File: config.mk
export PLATFORM = sky130hd
export DESIGN_NAME = pgstat_regs
export DESIGN_NICKNAME = d
export VERILOG_FILES = /design/src/rtl/pgstat_pkg.sv /design/src/rtl/pgstat_sticky.sv /design/src/rtl/pgstat_rdmux.sv /design/src/rtl/pgstat_regs.sv
export SDC_FILE = /design/constraint.sdc
export NUM_CORES = 1
export LEC_CHECK = 0
export ABC_AREA = 1
export ABC_CLOCK_PERIOD_IN_PS = 2400
export BUFFER_PORTS_ARGS = -buffer_cell sky130_fd_sc_hd__buf_2
export CAP_MARGIN = 20
export CORE_AREA = 2 2 39 41
export CTS_CLUSTER_DIAMETER = 60
export DETAILED_ROUTE_END_ITERATION = 8
export DIE_AREA = 0 0 41 43
export PLACE_DENSITY_LB_ADDON = 0.25
export SKIP_LAST_GASP = 1
export SYNTH_ARGS = -nofsm -noshare
export SYNTH_HDL_FRONTEND = slang
export SYNTH_SLANG_ARGS = --single-unit
export TNS_END_PERCENT = 50
File: constraint.sdc
create_clock -name clk -period 2.4 [get_ports clk]
set_clock_uncertainty 0.15 [all_clocks]
set_input_delay 0.12 -clock clk [delete_from_list [all_inputs] [get_ports clk]]
set_output_delay 0.12 -clock clk [all_outputs]
set_load 0.03 [all_outputs]
File: src/rtl/pgstat_pkg.sv
package pgstat_pkg;

  // Snapshot of all status storage handed to the read path.
  typedef struct packed {
    logic page_rcvd;
    logic partner_np;
    logic base_page;
    logic vend_pr;
  } pgstat_t;

  // Indices into the vector of sticky bits.
  localparam int unsigned STK_PR  = 0;
  localparam int unsigned STK_NP  = 1;
  localparam int unsigned STK_VPR = 2;
  localparam int unsigned STK_NUM = 3;

endpackage

File: src/rtl/pgstat_sticky.sv
// One latched status bit. A set request can be given priority over a
// clear request in the same cycle.
module pgstat_sticky #(
  parameter bit SET_WINS = 1'b1
) (
  input  logic clk,
  input  logic rst,
  input  logic set_i,
  input  logic clr_i,
  output logic q_o
);

  logic q_nxt;

  generate
    if (SET_WINS) begin : g_set_first
      always_comb begin
        if (set_i)      q_nxt = 1'b1;
        else if (clr_i) q_nxt = 1'b0;
        else            q_nxt = q_o;
      end
    end else begin : g_clr_first
      always_comb begin
        if (clr_i)      q_nxt = 1'b0;
        else if (set_i) q_nxt = 1'b1;
        else            q_nxt = q_o;
      end
    end
  endgenerate

  always_ff @(posedge clk) begin
    if (rst) q_o <= 1'b0;
    else     q_o <= q_nxt;
  end

endmodule

File: src/rtl/pgstat_rdmux.sv
// Maps the status snapshot onto the read address space (combinational).
module pgstat_rdmux
  import pgstat_pkg::*;
#(
  parameter int unsigned ADDR_W    = 5,
  parameter int unsigned DATA_W    = 16,
  parameter int unsigned PAGE_ADDR = 6,
  parameter int unsigned VEND_ADDR = 16,
  parameter int unsigned PR_BIT    = 1,
  parameter int unsigned NP_BIT    = 2,
  parameter int unsigned BASE_BIT  = 5,
  parameter int unsigned VPR_BIT   = 1
) (
  input  logic [ADDR_W-1:0] addr_i,
  input  pgstat_t           st_i,
  output logic [DATA_W-1:0] word_o,
  output logic              hit_page_o
);

  localparam logic [ADDR_W-1:0] PAGE_A = ADDR_W'(PAGE_ADDR);
  localparam logic [ADDR_W-1:0] VEND_A = ADDR_W'(VEND_ADDR);

  logic [DATA_W-1:0] page_word;
  logic [DATA_W-1:0] vend_word;

  always_comb begin
    page_word           = '0;
    page_word[PR_BIT]   = st_i.page_rcvd;
    page_word[NP_BIT]   = st_i.partner_np;
    page_word[BASE_BIT] = st_i.base_page;
    vend_word           = '0;
    vend_word[VPR_BIT]  = st_i.vend_pr;
  end

  assign hit_page_o = (addr_i == PAGE_A);

  always_comb begin
    if (addr_i == PAGE_A)      word_o = page_word;
    else if (addr_i == VEND_A) word_o = vend_word;
    else                       word_o = '0;
  end

endmodule

File: src/rtl/pgstat_regs.sv
module pgstat_regs
  import pgstat_pkg::*;
#(
  parameter int unsigned ADDR_W    = 5,
  parameter int unsigned DATA_W    = 16,
  parameter int unsigned PAGE_ADDR = 6,
  parameter int unsigned VEND_ADDR = 16,
  parameter int unsigned PR_BIT    = 1,
  parameter int unsigned NP_BIT    = 2,
  parameter int unsigned BASE_BIT  = 5,
  parameter int unsigned VPR_BIT   = 1
) (
  input  logic              clk,
  input  logic              rst,
  input  logic [ADDR_W-1:0] rd_addr,
  input  logic              rd_en,
  output logic [DATA_W-1:0] rd_data,
  input  logic              evt_page_rx,
  input  logic              evt_base_page,
  input  logic              evt_np_able,
  input  logic              evt_neg_start
);

  logic [STK_NUM-1:0] stk_set;
  logic [STK_NUM-1:0] stk_clr;
  logic [STK_NUM-1:0] stk_q;
  logic               base_q;
  logic               hit_page;
  logic               clr_rd;
  logic [DATA_W-1:0]  word;
  pgstat_t            st;

  // Destructive read of the page status register.
  assign clr_rd = rd_en && hit_page;

  always_comb begin
    stk_set          = '0;
    stk_clr          = '0;
    stk_set[STK_PR]  = evt_page_rx;
    stk_clr[STK_PR]  = clr_rd;
    stk_set[STK_NP]  = evt_np_able;
    stk_clr[STK_NP]  = clr_rd || evt_neg_start;
    stk_set[STK_VPR] = evt_page_rx;
    stk_clr[STK_VPR] = clr_rd;
  end

  generate
    for (genvar i = 0; i < STK_NUM; i++) begin : g_stk
      pgstat_sticky #(.SET_WINS(1'b1)) u_bit (
        .clk   (clk),
        .rst   (rst),
        .set_i (stk_set[i]),
        .clr_i (stk_clr[i]),
        .q_o   (stk_q[i])
      );
    end
  endgenerate

  // Live page-type flag, refreshed on every received page.
  always_ff @(posedge clk) begin
    if (rst)              base_q <= 1'b0;
    else if (evt_page_rx) base_q <= evt_base_page;
  end

  always_comb begin
    st.page_rcvd  = stk_q[STK_PR];
    st.partner_np = stk_q[STK_NP];
    st.vend_pr    = stk_q[STK_VPR];
    st.base_page  = base_q;
  end

  pgstat_rdmux #(
    .ADDR_W   (ADDR_W),
    .DATA_W   (DATA_W),
    .PAGE_ADDR(PAGE_ADDR),
    .VEND_ADDR(VEND_ADDR),
    .PR_BIT   (PR_BIT),
    .NP_BIT   (NP_BIT),
    .BASE_BIT (BASE_BIT),
    .VPR_BIT  (VPR_BIT)
  ) u_mux (
    .addr_i    (rd_addr),
    .st_i      (st),
    .word_o    (word),
    .hit_page_o(hit_page)
  );

  // Registered read data: the snapshot is taken at the same edge that
  // applies the clear, so the pre-clear value is returned.
  always_ff @(posedge clk) begin
    if (rst)        rd_data <= '0;
    else if (rd_en) rd_data <= word;
    else            rd_data <= '0;
  end

endmodule

==> results.ini, run 1 <==
[global_routing]
antenna_found_initial=0
grt_pass1_vias=244
track_usage_pct=6.73
grt_max_degree=7
grt_pass1_wl_um=779
grt.overflow.total=0

[clocking]
clk-insertion-delay-late_ps=240
cts_buffer_depth=2
post_cts_resized=0
cts_htree_levels=1
clkTransAtPathRegs_ps=50
clock-sinks=6
cts_tree=built
cts_root_buf=clkbuf_4
cts-buffers-inserted=3

[logic_synthesis]
synth-simple-area-share_pct=22.2
synth.area.top_cells=dfxtp_1 36%, buf_4 29%, inv_1 5.6%
synth_top_area_share_pct=35.6
yosys.area.top_type=dfxtp_1
synth_compound_area_share_pct=6.67
synth-seq-cells=6
synth_xor_area_share_pct=0
synth.distinct_cells=13
synth_top_family_by_area=buffers and inverters
synthAdderAreaFrac_pct=0
synth_warnings=0
synth_mux_area_share_pct=0
synth.avg_cell_area_um2=7.86
synthCells=43
syn-cell-area_um2=338
ys_seq_area_share_pct=35.6

[floorplanning]
die_w_um=41
start_util_pct=24.4
die_area_um2=1760
rows=14
io_pins=28
fp.dieH_um=43
core-area_um2=1380

[sta]
setup-violations-final=0
rsz0062_at_grt=no
clock.fmax_mhz=690
setup_slack_ps=950
hold_viol=0
drv_slew=0
post-route-period-util_pct=60.4
final.setup.tns_ps=0
period_needed_ps=1450

[power_and_ir_drop]
power_w=0.000247
p_comb_share_pct=21.3
peakVddDrop_mv=0.156
p_leak_nw=0.224
p_int_w=0.000173
p_per_area_nw_per_um2=591
switching_power_w=0.0000734
p_seq_share_pct=42.4
p_clk_share_pct=36.3
p_sw_share_pct=29.7

[route]
wirelength_um=564
drtIter0Drc=7
viasPerCell=3.64
drc_errors=0
drt_first_pass_iters=3
num_vias=280
ant_nets=0
wl_per_cell_um=7.32

[placed_design]
post-place-ws_ps=1460
gp_congestion=0.678
dpl-instance-area_um2=375
hpwl_um=465
portBuffers=14

[finish]
final_cell_mix=14 x buf_2, 13 x conb_1, 6 x dfxtp_1, 5 x inv_1, 4 x nor2_1
layout.nets=75
fin_area_um2=418
insertedDiodeCount=0
layout_commonest_cell=buf_2
syn_to_final_growth_pct=23.7
layout-drive-gt1-share_pct=32.8
fillCellCount=171

[outcome]
outcome=completed

[hold_path]
holdPathStages=3
hp-class=in -> reg

[worst_setup_path]
critPathRequiredTime_ps=2430
end_kind=register
worst_setup_path_start_kind=input pin
cp_max_fo=6
r2r_cells=5
critPathKind=in -> reg
critPathArrivalTime_ps=1480

[flow_run]
max_cap_viol_count=0

## per-stage QoR
step	util [%]	hold slack, ps	cells
final	30.2	5.03	77
after global routing	30.2	7.85	77
after CTS	30.2	3.44	77
after detailed placement	27.1	213	72
after global placement	27.1	211	72
after floorplan	-	39.1	55
## cell families (layout without fill, tap and decap cells)
group / count (synthesis) / after routing
buffers and inverters: 18 / 24
and+or+nand+nor: 14 / 14
DFF: 6 / 6
AOI/OAI and AO/OA: 4 / 4
other: 1 / 13
## power groups by stage
stage / Clock, W / Sequential [W] / Combinational, W
4_1_cts: 0.0000924 / 0.000105 / 0.0000525
6_report: 0.0000895 / 0.000105 / 0.0000527
3_5_place_dp: 0 / 0.000106 / 0.0000498
2_1_floorplan: 0 / 0.000107 / 0.0000522
5_1_grt: 0.0000965 / 0.000105 / 0.0000573
3_3_place_gp: 0 / 0.000106 / 0.0000491
## critical path, cell delays in order
cell and delay (ps):
dlygate4sd3_1 540, buf_2 160, a21oi_1 120, dlygate4sd3_1 550
## path summary, 6_finish.rpt
path,slack [ps],start,endpoint
min,5,rd_en,rd_data[1]
max,950,rst,g_stk[1].u_bit.q_o
max reg2reg,1040,g_stk[1].u_bit.q_o,g_stk[1].u_bit.q_o
min reg2reg,300,g_stk[2].u_bit.q_o,rd_data[1]
## area by class of cell
| cell class | instances | area [um^2] | share of cell area (%) |
|---|---|---|---|
| clock buffer | 3 | 22.5 | 5.39 |
| tap | 16 | 20.0 | 4.79 |
| multi-input combinational | 31 | 146 | 35.0 |
| sequential | 6 | 120 | 28.7 |
| inverter | 5 | 18.8 | 4.49 |
| timing repair buffer | 16 | 90.1 | 21.6 |
## synthesized netlist by cell type, drive strengths merged
master / instances
dfxtp: 6
conb: 1
nand4: 1
nand3: 2
buf: 13
nand3b: 1
nor3: 2
nand2: 2
a21oi: 3
inv: 5
a211oi: 1
nor2: 6
## sequential cells by signal, summed over array words and instances (netlist names)
register	count
g_stk.u_bit.q_o	2
rd_data	3
base_q	1
## metal layers
| metal | vias to the layer above | GRT usage [%] | wire length (um) |
|---|---|---|---|
| li1 | 146 | - | - |
| met4 | 0 | 6.00 | 0 |
| met2 | 10 | 12.2 | 333 |
| met5 | - | 0 | 0 |
| met1 | 124 | 5.16 | 187 |
| met3 | 0 | 1.57 | 43 |
## what timing repair did
item                                   in CTS  in global routing
buffers inserted                            0                  0
endpoints found under the hold margin       5                  0
hold buffers                                2                  0
Power figures use the tool's default switching activity.
==> inputs of run 2 (changes only) <==
--- a/config.mk
+++ b/config.mk
@@ -6,7 +6,7 @@
 export NUM_CORES = 1
 export LEC_CHECK = 0
 export ABC_AREA = 1
-export ABC_CLOCK_PERIOD_IN_PS = 2400
+export ABC_CLOCK_PERIOD_IN_PS = 1400
 export BUFFER_PORTS_ARGS = -buffer_cell sky130_fd_sc_hd__buf_2
 export CAP_MARGIN = 20
 export CORE_AREA = 2 2 39 41
==> constraint.sdc (replaced) <==
create_clock -name clk -period 1.4 [get_ports clk]
set_clock_uncertainty 0.15 [all_clocks]
set_input_delay 0.07 -clock clk [delete_from_list [all_inputs] [get_ports clk]]
set_output_delay 0.07 -clock clk [all_outputs]
set_load 0.03 [all_outputs]
==> run 2 against run 1 <==
Sequential power up 71%. Register-to-register slack worse by 450 ps. First-iteration DRC count down 57%. Worst hold slack better by 61 ps. Critical path type unchanged. Largest power group unchanged.
==> results.ini, run 2 (synthesis results as in run 1) <==
[outcome]
outcome=completed

[finish]
postLayoutCoreUtil_pct=36.7
final_cell_mix=14 x buf_2, 13 x conb_1, 11 x dlygate4sd3_1, 6 x dfxtp_1, 5 x inv_1
reg_top3=rd_data: 3 flops, g_stk.u_bit.q_o: 2 flops, base_q: 1 flops
layout_commonest_cell=buf_2
layout.nets=84
regMostFlops=rd_data
insertedDiodeCount=0
fillCellCount=153
syn_to_final_growth_pct=50.4
layout-drive-gt1-share_pct=28.6
fin_area_um2=508
final_cells=86
largest_reg_flops=3

[route]
num_vias=315
wl_per_cell_um=7.69
drt_first_pass_iters=2
wirelength_um=661
viasPerCell=3.66
ant_nets=0
drc_errors=0
drtIter0Drc=3

[sta]
hold_ws_ps=66.4
post-route-period-util_pct=82.4
clock.fmax_mhz=866
final.setup.tns_ps=0
hold_viol=0
period_needed_ps=1150
drv_slew=0
setup-violations-final=0
rsz0062_at_grt=no

[worst_setup_path]
r2r-end=g_stk[1].u_bit.q_o
worst_setup_path_start_kind=input pin
critPathKind=in -> reg
end_kind=register
critPathArrivalTime_ps=1170
rrSetupSlack_ps=590
endpoint=rd_data[2]
reg2reg_from=g_stk[1].u_bit.q_o
r2r_cells=4
cp_max_fo=3
critPathLaunch=rd_addr[4]
critPathRequiredTime_ps=1410

[clocking]
clock-sinks=6
cts_buffer_depth=2
cts_root_buf=clkbuf_4
clkTransAtPathRegs_ps=40
clk-insertion-delay-late_ps=240
cts_htree_levels=1
cts_tree=built
postCtsSetupBuffers=0
cts-buffers-inserted=3

[hold_path]
hp-class=in -> reg
min_from=rd_en

[floorplanning]
die_w_um=41
rows=14
die_area_um2=1760
core-area_um2=1380
start_util_pct=24.4
fp.dieH_um=43
io_pins=28

[global_routing]
grt_pass1_vias=288
grt_max_degree=7
grt.overflow.total=0
grt_pass1_wl_mm=1.12
track_usage_pct=9.64
antenna_found_initial=0

[power_and_ir_drop]
p_per_area_nw_per_um2=871
peakVddDrop_mv=0.247
p_leak_nw=0.258

[flow_run]
max_cap_viol_count=0

[placed_design]
portBuffers=14
dp_cells=72
hpwl_um=482
dpl-instance-area_um2=375
gp_congestion=0.654

-- run 2: cell types whose count changed in the layout (fill, tap and decap cells not counted) --
cell,previous run,this run
dlygate4sd3_1,2,11
-- run 2: how the worst min path moves through the flow --
| stage | endpoint | slack, ps | cells past startpoint |
|---|---|---|---|
| 4_1_cts | g_stk[2].u_bit.q_o | 60 | 4 |
| 3_3_place_gp | g_stk[1].u_bit.q_o | 160 | 2 |
| 6_report | g_stk[2].u_bit.q_o | 70 | 4 |
| 2_1_floorplan | g_stk[1].u_bit.q_o | -10 | 1 |
| 5_1_grt | g_stk[1].u_bit.q_o | 110 | 4 |
| 3_5_place_dp | g_stk[1].u_bit.q_o | 160 | 2 |
-- run 2: cell type report --
type                            count  area (um^2)  share of cell area (%)
Timing Repair Buffer               25          180                    35.5
Multi-Input combinational cell     31          146                    28.8
Sequential cell                     6          120                    23.6
Clock buffer                        3         22.5                    4.43
Tap cell                           16         20.0                    3.94
Inverter                            5         18.8                    3.69
-- run 2: power by group --
group	switching (W)	total (W)	internal [W]
Clock	0.0000594	0.000156	0.0000968
Sequential	0.00000202	0.000180	0.000178
Combinational	0.0000701	0.000106	0.0000362
-- run 2: worst max-delay path: stages --
cell and delay, ps:
buf_2 110, nor2_2 140, nand4_2 130, dlygate4sd3_1 600
nor3_1 130
-- run 2: timing repair --
action	4_1_cts	5_1_grt
resized for setup	0	0
hold buffers	10	2
setup endpoints to repair	0	1
endpoints found under the hold margin	6	1
-- run 2: metal layers --
layer | track usage [%] | wire length (um) | vias up
li1 | - | - | 163
met1 | 9.65 | 242 | 140
met2 | 15.0 | 376 | 12
met3 | 4.71 | 43 | 0
met4 | 6.00 | 0 | 0
met5 | 0 | 0 | -
-- run 2: per-stage QoR --
stage / total power, W / setup WS (ps)
after floorplan: 0.000272 / 641
after global placement: 0.000267 / 524
after detailed placement: 0.000268 / 523
after CTS: 0.000448 / 41.7
after global routing: 0.000481 / 187
final: 0.000442 / 246
==> inputs of run 3 (changes only) <==
--- a/config.mk
+++ b/config.mk
@@ -6,7 +6,7 @@
 export NUM_CORES = 1
 export LEC_CHECK = 0
 export ABC_AREA = 1
-export ABC_CLOCK_PERIOD_IN_PS = 1400
+export ABC_CLOCK_PERIOD_IN_PS = 1000
 export BUFFER_PORTS_ARGS = -buffer_cell sky130_fd_sc_hd__buf_2
 export CAP_MARGIN = 20
 export CORE_AREA = 2 2 39 41
==> constraint.sdc (replaced) <==
create_clock -name clk -period 1 [get_ports clk]
set_clock_uncertainty 0.15 [all_clocks]
set_input_delay 0.05 -clock clk [delete_from_list [all_inputs] [get_ports clk]]
set_output_delay 0.05 -clock clk [all_outputs]
set_load 0.03 [all_outputs]
==> run 3 against run 2 <==
The run now ends with negative hold slack left. Utilization shrank 2.5 points. Via count shrank 4.4%. Sequential cell count unchanged. Worst hold slack worse by 140 ps. Global-route usage fell by 0.29 points. Critical path type unchanged. Largest cell class is now multi-input combinational cells.
==> results.ini, run 3 (synthesis results as in run 1) <==
[outcome]
outcome=finished with violations
violations=negative hold slack

[power_and_ir_drop]
p_leak_nw=0.241
p_per_area_nw_per_um2=1300
peakVddDrop_mv=0.669
power_w=0.000614

[worst_setup_path]
critPathArrivalTime_ps=1020
cp_max_fo=6
critPathKind=in -> reg
cp_num_buf_inv=2
critPathMaxStageDelay_ps=530
critical_path.top_delay_family=buffers and inverters
cp_cell_sequence=dlygate4sd3_1 > buf_2 > nand3b_1 > a21oi_2
critPathRequiredTime_ps=1030
rrSetupSlack_ps=200
cpMaxStageDelayCell=dlygate4sd3_1
end_kind=register
worst_setup_path_start_kind=input pin

[floorplanning]
start_util_pct=24.4
fp.dieH_um=43
io_pins=28
die_w_um=41
die_area_um2=1760
core-area_um2=1380
rows=14

[finish]
postLayoutCoreUtil_pct=34.2
layout.nets=79
largest_reg_flops=3
regMostFlops=rd_data
syn_to_final_growth_pct=40.0
reg_top3=rd_data: 3 flops, g_stk.u_bit.q_o: 2 flops, base_q: 1 flops
insertedDiodeCount=0
layout-drive-gt1-share_pct=33.8
fin_area_um2=473
final_cells=81
final_cell_mix=13 x conb_1, 13 x buf_2, 6 x dfxtp_1, 6 x dlygate4sd3_1

[global_routing]
antenna_found_initial=0
grt.overflow.total=0
track_usage_pct=9.35
grt_pass1_wl_mm=1.01
grt_max_degree=7
grt_pass1_vias=273

[clocking]
cts_tree=built
cts_buffer_depth=2
cts_htree_levels=1
cts-buffers-inserted=3
hold_buffers=7
clock-sinks=6
clkTransAtPathRegs_ps=50
clk-insertion-delay-late_ps=240
cts_root_buf=clkbuf_4

[placed_design]
gp_congestion=0.668
dp_cells=72
dpl-instance-area_um2=375
hpwl_um=467
portBuffers=14

[route]
wirelength_um=612
num_vias=301
wl_met3_um=51
drt_first_pass_iters=1
wl_met2_um=359
viasPerCell=3.72
m1WireLength_um=201
highest_layer=met3
wl_per_cell_um=7.56
drtIter0Drc=0
drc_errors=0
ant_nets=0

[sta]
drv_slew=0
hold_viol=3
setup-violations-final=0
post-route-period-util_pct=98.6
clock.fmax_mhz=1010
period_needed_ps=986
hold_ws_ps=-70.7
rsz0062_at_grt=yes

[hold_path]
hp-class=in -> reg

[flow_run]
max_cap_viol_count=0

-- run 3: cell types whose count changed in the layout (fill, tap and decap cells not counted), sizes merged --
cell	delta
dlygate4sd3	-5
-- run 3: metrics by stage --
stage	TNS, ps	setup WS, ps
2_1_floorplan	0	241
3_5_place_dp	0	150
6_report	0	14.4
5_1_grt	-23.4	-23.4
4_1_cts	0	16.0
3_3_place_gp	0	134
-- run 3: worst paths after layout --
kind | endpoint | cells past startpoint | startpoint
min | rd_data[1] | 3 | rd_addr[4]
max reg2reg | g_stk[1].u_bit.q_o | 4 | g_stk[1].u_bit.q_o
min reg2reg | rd_data[2] | 2 | g_stk[1].u_bit.q_o
max | rd_data[1] | 4 | rst
-- run 3: worst reg2reg max path: cells and delay by family, from the launching register on --
family          cells  cell delay, ps
compound gates      1             110
buf+inv             1              40
flops               1             300
simple gates        2             140
-- run 3: cell type report --
type                       instances  area, um^2
multi-input combinational         31         159
inverter                           5        18.8
sequential                         6         120
clock buffer                       3        22.5
timing repair buffer              20         133
tap                               16        20.0
fill                             170         911
-- run 3: timing repair --
item                       4_1_cts  5_1_grt
resized for setup                0        3
buffers inserted                 0        1
hold endpoints to repair         6        3
setup endpoints to repair        0        6
-- run 3: layer usage --
metal  up-vias  track usage, %
met5         -               0
met1       136            7.42
li1        153               -
met2        12            14.4
met3         0            7.85
met4         0            6.00
-- run 3: power breakdown --
part | total, W | switching, W | leakage [nW] | internal, W
clock network | 0.000220 | 0.0000848 | 0.0138 | 0.000136
logic | 0.000143 | 0.0000992 | 0.178 | 0.0000434
registers | 0.000251 | 0.00000250 | 0.0492 | 0.000249
total | 0.000614 | 0.000187 | 0.241 | 0.000428
